File: config.mk
export PLATFORM = sky130hd
export DESIGN_NAME = tagq_rx_fifo
export DESIGN_NICKNAME = d
export VERILOG_FILES = /design/src/rtl/tagq_pkg.sv /design/src/rtl/tagq_ram.sv /design/src/rtl/tagq_ctrl.sv /design/src/rtl/tagq_req.sv /design/src/rtl/tagq_rx_fifo.sv
export SDC_FILE = /design/constraint.sdc
export NUM_CORES = 1
export LEC_CHECK = 0
export ABC_AREA = 1
export CAP_MARGIN = 20
export CORE_MARGIN = 10
export CORE_UTILIZATION = 35
export CTS_CLUSTER_DIAMETER = 80
export CTS_CLUSTER_SIZE = 16
export DETAILED_ROUTE_END_ITERATION = 16
export REMOVE_ABC_BUFFERS = 1
export SLEW_MARGIN = 20
export SYNTH_ARGS = -nofsm -noshare
export SYNTH_HDL_FRONTEND = slang
export SYNTH_HIERARCHICAL = 1
export SYNTH_SLANG_ARGS = --single-unit
File: constraint.sdc
create_clock -name clk -period 4.35 [get_ports clk]
set_input_delay 0.6525 -clock clk [delete_from_list [all_inputs] [get_ports clk]]
set_output_delay 0.6525 -clock clk [all_outputs]
set_load 0.1 [all_outputs]
File: src/rtl/tagq_pkg.sv
package tagq_pkg;

  localparam int unsigned TRIG_MAX = 32;

  typedef enum logic [1:0] {
    TRIG_LO  = 2'b00,
    TRIG_MID = 2'b01,
    TRIG_HI  = 2'b10,
    TRIG_HI2 = 2'b11
  } tagq_trig_e;

  // Threshold in entries for a select code.
  function automatic int unsigned trig_count(input logic [1:0] sel);
    case (tagq_trig_e'(sel))
      TRIG_LO:  return 8;
      TRIG_MID: return 16;
      default:  return TRIG_MAX;
    endcase
  endfunction

  // Occupancy after one cycle of optional increment and decrement.
  function automatic int unsigned level_after(input int unsigned cur,
                                              input logic inc,
                                              input logic dec);
    int unsigned n;
    n = cur;
    if (inc && !dec) n = cur + 1;
    if (dec && !inc) n = cur - 1;
    return n;
  endfunction

  // Index of the next slot in a ring of the given depth.
  function automatic int unsigned ring_next(input int unsigned idx,
                                            input int unsigned depth);
    return (idx == depth - 1) ? 0 : idx + 1;
  endfunction

endpackage

File: src/rtl/tagq_ram.sv
module tagq_ram #(
  parameter int DEPTH = 64,
  parameter int AW    = 6,
  parameter int EW    = 10
) (
  input  logic          clk,
  input  logic          we,
  input  logic [AW-1:0] waddr,
  input  logic [EW-1:0] wdata,
  input  logic [AW-1:0] raddr,
  output logic [EW-1:0] rdata
);

  logic [EW-1:0] mem [DEPTH];

  always_ff @(posedge clk) begin
    if (we) mem[waddr] <= wdata;
  end

  assign rdata = mem[raddr];

endmodule

File: src/rtl/tagq_ctrl.sv
module tagq_ctrl
  import tagq_pkg::*;
#(
  parameter int DEPTH = 64,
  parameter int AW    = 6,
  parameter int CW    = 7
) (
  input  logic          clk,
  input  logic          rst_n,
  input  logic          clear,
  input  logic          wr_en,
  input  logic          wr_err,
  input  logic          rd_en,
  input  logic          head_err,
  input  logic          ovr_clr,
  output logic          push,
  output logic          pop,
  output logic          drop,
  output logic [AW-1:0] wr_ptr,
  output logic [AW-1:0] rd_ptr,
  output logic [CW-1:0] count,
  output logic [CW-1:0] err_cnt,
  output logic          overrun,
  output logic          is_full,
  output logic          is_empty
);

  logic push_err, pop_err;

  always_comb begin
    is_empty = (count == '0);
    is_full  = (32'(count) == DEPTH);
    push     = wr_en && !is_full && !clear;
    drop     = wr_en &&  is_full && !clear;
    pop      = rd_en && !is_empty && !clear;
    push_err = push && wr_err;
    pop_err  = pop && head_err;
  end

  always_ff @(posedge clk or negedge rst_n) begin
    if (!rst_n) begin
      wr_ptr  <= '0;
      rd_ptr  <= '0;
      count   <= '0;
      err_cnt <= '0;
      overrun <= 1'b0;
    end else if (clear) begin
      wr_ptr  <= '0;
      rd_ptr  <= '0;
      count   <= '0;
      err_cnt <= '0;
      overrun <= 1'b0;
    end else begin
      if (push) wr_ptr <= AW'(ring_next(32'(wr_ptr), DEPTH));
      if (pop)  rd_ptr <= AW'(ring_next(32'(rd_ptr), DEPTH));
      count   <= CW'(level_after(32'(count), push, pop));
      err_cnt <= CW'(level_after(32'(err_cnt), push_err, pop_err));
      if (drop)         overrun <= 1'b1;
      else if (ovr_clr) overrun <= 1'b0;
    end
  end

endmodule

File: src/rtl/tagq_req.sv
module tagq_req
  import tagq_pkg::*;
#(
  parameter int CW = 7
) (
  input  logic [CW-1:0] count,
  input  logic [CW-1:0] err_cnt,
  input  logic [1:0]    trig_sel,
  input  logic          irq_en,
  output logic          at_trig,
  output logic          irq,
  output logic          dma_req
);

  always_comb begin
    at_trig = (32'(count) >= trig_count(trig_sel));
    irq     = irq_en && at_trig;
    dma_req = at_trig && (err_cnt == '0);
  end

endmodule

File: src/rtl/tagq_rx_fifo.sv
module tagq_rx_fifo #(
  parameter int DEPTH = 64,
  parameter int DW    = 8
) (
  input  logic                       clk,
  input  logic                       rst_n,
  input  logic                       clear,
  input  logic                       wr_en,
  input  logic [DW-1:0]              wr_data,
  input  logic                       wr_eof,
  input  logic                       wr_crc_err,
  input  logic                       rd_en,
  output logic                       rd_valid,
  output logic [DW-1:0]              rd_data,
  output logic                       rd_eof,
  output logic                       rd_crc_err,
  input  logic [1:0]                 trig_sel,
  input  logic                       irq_en,
  output logic                       irq,
  output logic                       dma_req,
  output logic                       overrun,
  input  logic                       ovr_clr,
  output logic                       full,
  output logic [$clog2(DEPTH+1)-1:0] level
);

  localparam int AW = (DEPTH > 1) ? $clog2(DEPTH) : 1;
  localparam int CW = $clog2(DEPTH + 1);
  localparam int EW = DW + 2;

  logic          push, pop, drop, at_trig, empty;
  logic [AW-1:0] wr_ptr, rd_ptr;
  logic [CW-1:0] err_cnt;
  logic [EW-1:0] head;

  tagq_ctrl #(.DEPTH(DEPTH), .AW(AW), .CW(CW)) u_ctrl (
    .clk      (clk),
    .rst_n    (rst_n),
    .clear    (clear),
    .wr_en    (wr_en),
    .wr_err   (wr_crc_err),
    .rd_en    (rd_en),
    .head_err (head[EW-1]),
    .ovr_clr  (ovr_clr),
    .push     (push),
    .pop      (pop),
    .drop     (drop),
    .wr_ptr   (wr_ptr),
    .rd_ptr   (rd_ptr),
    .count    (level),
    .err_cnt  (err_cnt),
    .overrun  (overrun),
    .is_full  (full),
    .is_empty (empty)
  );

  tagq_ram #(.DEPTH(DEPTH), .AW(AW), .EW(EW)) u_ram (
    .clk   (clk),
    .we    (push),
    .waddr (wr_ptr),
    .wdata ({wr_crc_err, wr_eof, wr_data}),
    .raddr (rd_ptr),
    .rdata (head)
  );

  tagq_req #(.CW(CW)) u_req (
    .count    (level),
    .err_cnt  (err_cnt),
    .trig_sel (trig_sel),
    .irq_en   (irq_en),
    .at_trig  (at_trig),
    .irq      (irq),
    .dma_req  (dma_req)
  );

  assign rd_valid   = !empty;
  assign rd_data    = head[DW-1:0];
  assign rd_eof     = head[DW];
  assign rd_crc_err = head[DW+1];

endmodule

### After elaboration in Yosys (flattened, before gate mapping)

Memories as Yosys holds them, arrays and structs flattened.
Cells that the tools add are included.

| cells by class | value |
|---|---|
| equality and inequality tests | 4 |
| multiplexer cells | 18 |
| add/sub/neg operators | 6 |
| reductions and logical operators | 29 |
| order comparisons | 1 |

Operators with widths:

| kind | number |
|---|---|
| 7-bit two-way mux | 6 |
| 6-bit two-way mux | 6 |
| 7-bit by 1-bit adder with 7-bit output (second input constant) | 2 |
| 1-bit logical AND | 14 |
| 7-bit zero test | 2 |
| 7-bit by 1-bit subtractor with 7-bit output (second input constant) | 2 |
| 6-bit by 1-bit adder with 6-bit output (second input constant) | 2 |
| 6-bit equality test (second input constant) | 2 |
| 6-bit one-hot mux with 2 select lines | 1 |
| 3-bit nonzero test | 3 |
| 7-bit equality test (second input constant) | 1 |
| 7-bit by 6-bit greater-or-equal comparator with 1-bit output | 1 |
| 1-bit zero test | 7 |
| 1-bit two-way mux | 5 |
| 2-bit nonzero test | 2 |
| 2-bit by 1-bit equality test with 1-bit output (second input constant) | 1 |
| 2-bit zero test | 1 |

| word-level totals | value |
|---|---|
| input port bits | 19 |
| memories | 1 |
| flip-flop bits (word level) | 27 |
| output and inout bits | 22 |
| bits in writable memories | 640 |
| logic and storage cells | 64 |

Memory list:

| name | words | width | rd ports | clocked after Yosys merged registers in | write ports | RTL line | source |
|---|---|---|---|---|---|---|---|
| u_ram.mem | 64 | 10 | 1 | 0 | 1 | tagq_ram.sv:14 | `logic [EW-1:0] mem [DEPTH];` |

### Longest topological paths before layout

| logic depth | value |
|---|---|
| depth after elaboration | 10 |
| mapped depth | 26 |
| gate-level depth less buffers | 23 |

### Cells and area by module

The synthesis kept the hierarchy.

Modules (own cells, without submodules):

| module | seq. area each (µm²) | times used | cells an instance | area an instance (µm²) |
|---|---|---|---|---|
| tagq_ram | 19218.4 | 1 | 2223 | 26236.4 |
| tagq_ctrl | 675.6 | 1 | 218 | 1853.0 |
| tagq_req | 0.0 | 1 | 32 | 155.1 |
| tagq_rx_fifo | 0.0 | 1 | 1 | 3.8 |

### Worst setup path after synthesis

OpenSTA, ideal clock, no wires.

| timing | value |
|---|---|
| path kind | flip-flop to flip-flop |
| from | register u_ctrl.rd_ptr[2] |
| to | register u_ctrl.err_cnt[6] |
| path slack | 0.729 ns |
| data required time | 4.233 ns |
| clock period less this slack | 3.621 ns |
| stages on the path, launching flop included | 23 |
| library setup time | 0.117 ns |
| path buffers | 2 |
| arrival time | 3.504 ns |
| cells stage by stage | dfrtp_1 -> buf_2 -> inv_2 -> clkbuf_1 -> nand3_1 -> nand2_1 -> nand2_1 -> nand3_1 -> nand3_1 -> nand2_1 -> inv_1 -> nor2_4 -> nand2_4 -> inv_1 -> ha_1 -> a21oi_1 -> nand2_1 -> nand2_1 -> nand2_1 -> a21oi_1 -> nand3_1 -> nand3_1 -> nand2_1 |

| between the ends | value |
|---|---|
| word-level cells in the longest chain between the ends | 5 |
| elaborated cells between the ends (all ways) | 8 |
| classes of those cells | mux: 2; reduce/logical: 5; memory: 1 |

Ends and longest elaborated chain:

| item | RTL line | source |
|---|---|---|
| start, declared | tagq_ctrl.sv:20 | `output logic [AW-1:0] rd_ptr,` |
| start signal, assigned | tagq_ctrl.sv:55 | `if (pop) rd_ptr <= AW'(ring_next(32'(rd_ptr), DEPTH));` |
| memory read 64 x 10 bit * | - |  |
| named net rd_crc_err | tagq_rx_fifo.sv:16 | `output logic rd_crc_err,` |
| 1-bit logical AND * | tagq_ctrl.sv:37 | `pop_err = pop && head_err;` |
| 1-bit logical AND or 1-bit zero test (tied branches) | tagq_pkg.sv:28, tagq_pkg.sv:27 |  |
| 7-bit two-way mux or 1-bit logical AND (tied branches) | tagq_pkg.sv:28, tagq_pkg.sv:27 |  |
| 7-bit two-way mux or 3-bit nonzero test (tied branches) | - |  |
| end signal, assigned | tagq_ctrl.sv:57 | `err_cnt <= CW'(level_after(32'(err_cnt), push_err, pop_err));` |
| end, declared | tagq_ctrl.sv:22 | `output logic [CW-1:0] err_cnt,` |

The timed path passes the listed nets; every way through them passes the cells marked *.
A chain may end at the register's enable or synchronous reset.

### Worst setup path after layout

| timing | value |
|---|---|
| from | register u_ctrl.rd_ptr[0] |
| to | output port rd_data[2] |

| between the ends | value |
|---|---|
| word-level cells in the longest chain between the ends | 1 |

Ends and longest elaborated chain:

| item | RTL line | source |
|---|---|---|
| memory read 64 x 10 bit | - |  |
| end, declared | tagq_rx_fifo.sv:14 | `output logic [DW-1:0] rd_data,` |

Every way passes these cells.

==> results.md <==
* Power density over cell area at 514.3 nW/µm²
* Die Span Y at 304.1 µm
* Min Clock Period, post-route at slightly above 4 ns
* Reg2reg start: u_ctrl/rd_ptr[0]$_DFFE_PN0P_
* Warnings from Yosys at 6
* Required time of the critical path at 3.70 ns
* Crit path capture type: output pin
* Cell Rows at 104
* Post-DP HPWL at 44,010 µm
* Synth-to-Final Area Change at 10.97%
* M2 GR Usage at between 20% and 30%
* Worst EP arrival at 3.43 ns
* Num CTS Buffers at 48
* Met3 Track Usage GR at 2.241%
* Ratio of cells with drive above 1 in the final layout at 8.708%
* Met1 usage at 20.31%
* Remaining antenna violation count after routing at 0
* Final Setup Violations at 0
* Crit-path cells: inv_8 -> buf_4 -> buf_4 -> nand2_1 -> nand3_1 -> nand3_1 -> nand2_1 -> nand2_1 -> nand3_1 -> nand3_1 -> nand2_1 -> buf_12
* RR Endpoint: u_ctrl/err_cnt[6]$_DFFE_PN0P_
* Setup TNS at 0 ns
* Leakage at 11.28 nW
* Filler cells at 7,606
* IO Count at 41
* Fin Clk Skew at 0.02797 ns
* Gpl congestion at 0.8804
* Crit path kind: register to output pin
* Worst-skew pair later-pin latency at roughly 0.62 ns
* Max stage delay cell, worst path: dfrtp_4
* R2R setup slack at 0.41 ns
* Vias in the first global route at 18.38k
* H-tree depth at 2
* First-pass detailed-route iteration total at 7
* GRT Resource Usage Total at 15.26%
* Number of nets in the layout at around 2.6k
* Hold WS at 0.4336 ns
* Clk root buf: clkbuf_16
* Diode count at 0
* Core area at 80,290 µm²
* Hold crit path type: input pin to async pin
* Max-slew violations at 0
* First-pass GRT wire length at 111,200 µm
* Status: finished, final reports clean
* Total of max-cap violations at 0
* Final Hold Viols at 0
* Reg clk slew, reported paths at 0.07 ns
* Antenna violations before repair at 0
* Crit-path max FO at 70
* Slew at the pin closest to its max-slew limit at 1.076 ns
* Chip Width at 304.1 µm
* Max Buffers Root-to-Sink at 3
* PortBufs at 40
* GR Overflow Total at 0
* CP startpoint kind: register
* Final worst-path cycle share at between 90 and 100%
* CTS tree: done
* Synth Instances at 2,472
* Cell area after synthesis at 28,240 µm²
* FF-to-FF path depth at 22
* Vias/cell at between 5 and 6
* Die Area at 92,450 µm²
* Via count at ~19k
* CTS Sinks at 667
* DRC viols at 0
* Fmax at about 0.24 GHz
* Hold_buf cts at 0
* Worst vdd ir at 0.6651 mV
* GR peak layer: met2
* Largest net degree at the start of global routing at 139
* Initial Utilization at 35.17%
* Routed wire length at 72,570 µm
* Slowest Stage Delay on Critical Path at 0.52 ns
* RSZ-0062 raised after global routing: false
* Worst setup path start: u_ctrl/rd_ptr[0]$_DFFE_PN0P_
* Worst slew margin relative to its limit at 28.27%
* Mean Syn Cell Area at between 10 and 15 µm²
* DRT iter0 DRCs at 1,828
* Wire per inst at 20.17 µm
## report_power, final
part	switching (mW)	internal (mW)	leakage (nW)
Sequential	0.0973	7.11	6.12
Clock	2.12	2.05	0.648
Combinational	3.45	1.30	4.52
## critical path, delay by kind of cell, from the launching register on
family,cells,cell delay [ns]
buffers and inverters,4,1.07
DFF,1,0.52
and+or+nand+nor,8,1.14
## state kept, by name, summed over array words and instances, names as in the netlist
signal          cells
u_ctrl/rd_ptr       6
u_ctrl/count        7
u_ctrl/wr_ptr       6
u_ctrl/overrun      1
u_ctrl/err_cnt      7
u_ram/mem         640
## layer usage
layer  share of wire (%)  vias up
li1                    -     8706
met5                   0        -
met1                  42     9309
met2                  48      677
met4                 3.1        0
met3                 6.8      104
## area by class of cell
cell class / count / area, µm² / area share, %
multi-input cells: 1610 / 7311 / 23.33
repair buffers: 139 / 1245 / 3.972
clock inverters: 5 / 70.07 / 0.2236
inverters: 54 / 217.7 / 0.6947
well taps: 1060 / 1326 / 4.232
flip-flops and latches: 667 / 19900 / 63.51
clock buffers: 63 / 1267 / 4.044
## metrics by stage
stage	utilization (%)	total power [mW]	cells	cell area, µm²	setup slack (ns)
floorplan	-	11.34	2331	27370	-6.394
global placement	37.37	12.05	3531	30010	0.4013
detailed placement	37.37	12.11	3531	30010	0.4129
CTS	39.04	16.24	3599	31340	0.1204
global route	39.04	16.91	3598	31340	0.06950
finish	39.04	16.12	3598	31340	0.2676
## cell usage in the layout, fill, tap and decap left out, drive strengths merged
| master | n |
|---|---|
| dfrtp | 27 |
| xor2 | 8 |
| o22ai | 7 |
| inv | 55 |
| clkbuf | 63 |
| clkdlybuf4s50 | 18 |
| clkinv | 4 |
| a31oi | 2 |
| nor2 | 77 |
| a21o | 1 |
| ha | 15 |
| nor3 | 2 |
| nor4 | 8 |
| nand3 | 566 |
| a21oi | 7 |
| nand2 | 875 |
| edfxtp | 640 |
| o21ai | 18 |
| xnor2 | 7 |
| fa | 2 |
| a22o | 2 |
| buf | 121 |
| nand4 | 13 |
## worst max path at each step
stage                               endpoint  slack [ns]  cells after the start
2_1_floorplan  u_ctrl/err_cnt[6]$_DFFE_PN0P_       -6.39                     22
3_3_place_gp      u_ram/mem[59][0]$_DFFE_PP_        0.40                      6
3_5_place_dp      u_ram/mem[59][8]$_DFFE_PP_        0.41                      6
4_1_cts                           rd_data[6]        0.12                     11
5_1_grt        u_ctrl/err_cnt[6]$_DFFE_PN0P_        0.07                     22
6_report                          rd_data[2]        0.27                     12
## timing repair
action | CTS | global route
endpoints found under the setup margin | 0 | 7
resized for setup | 0 | 1
buffers inserted | 0 | 0
Power figures use the tool's default switching activity.
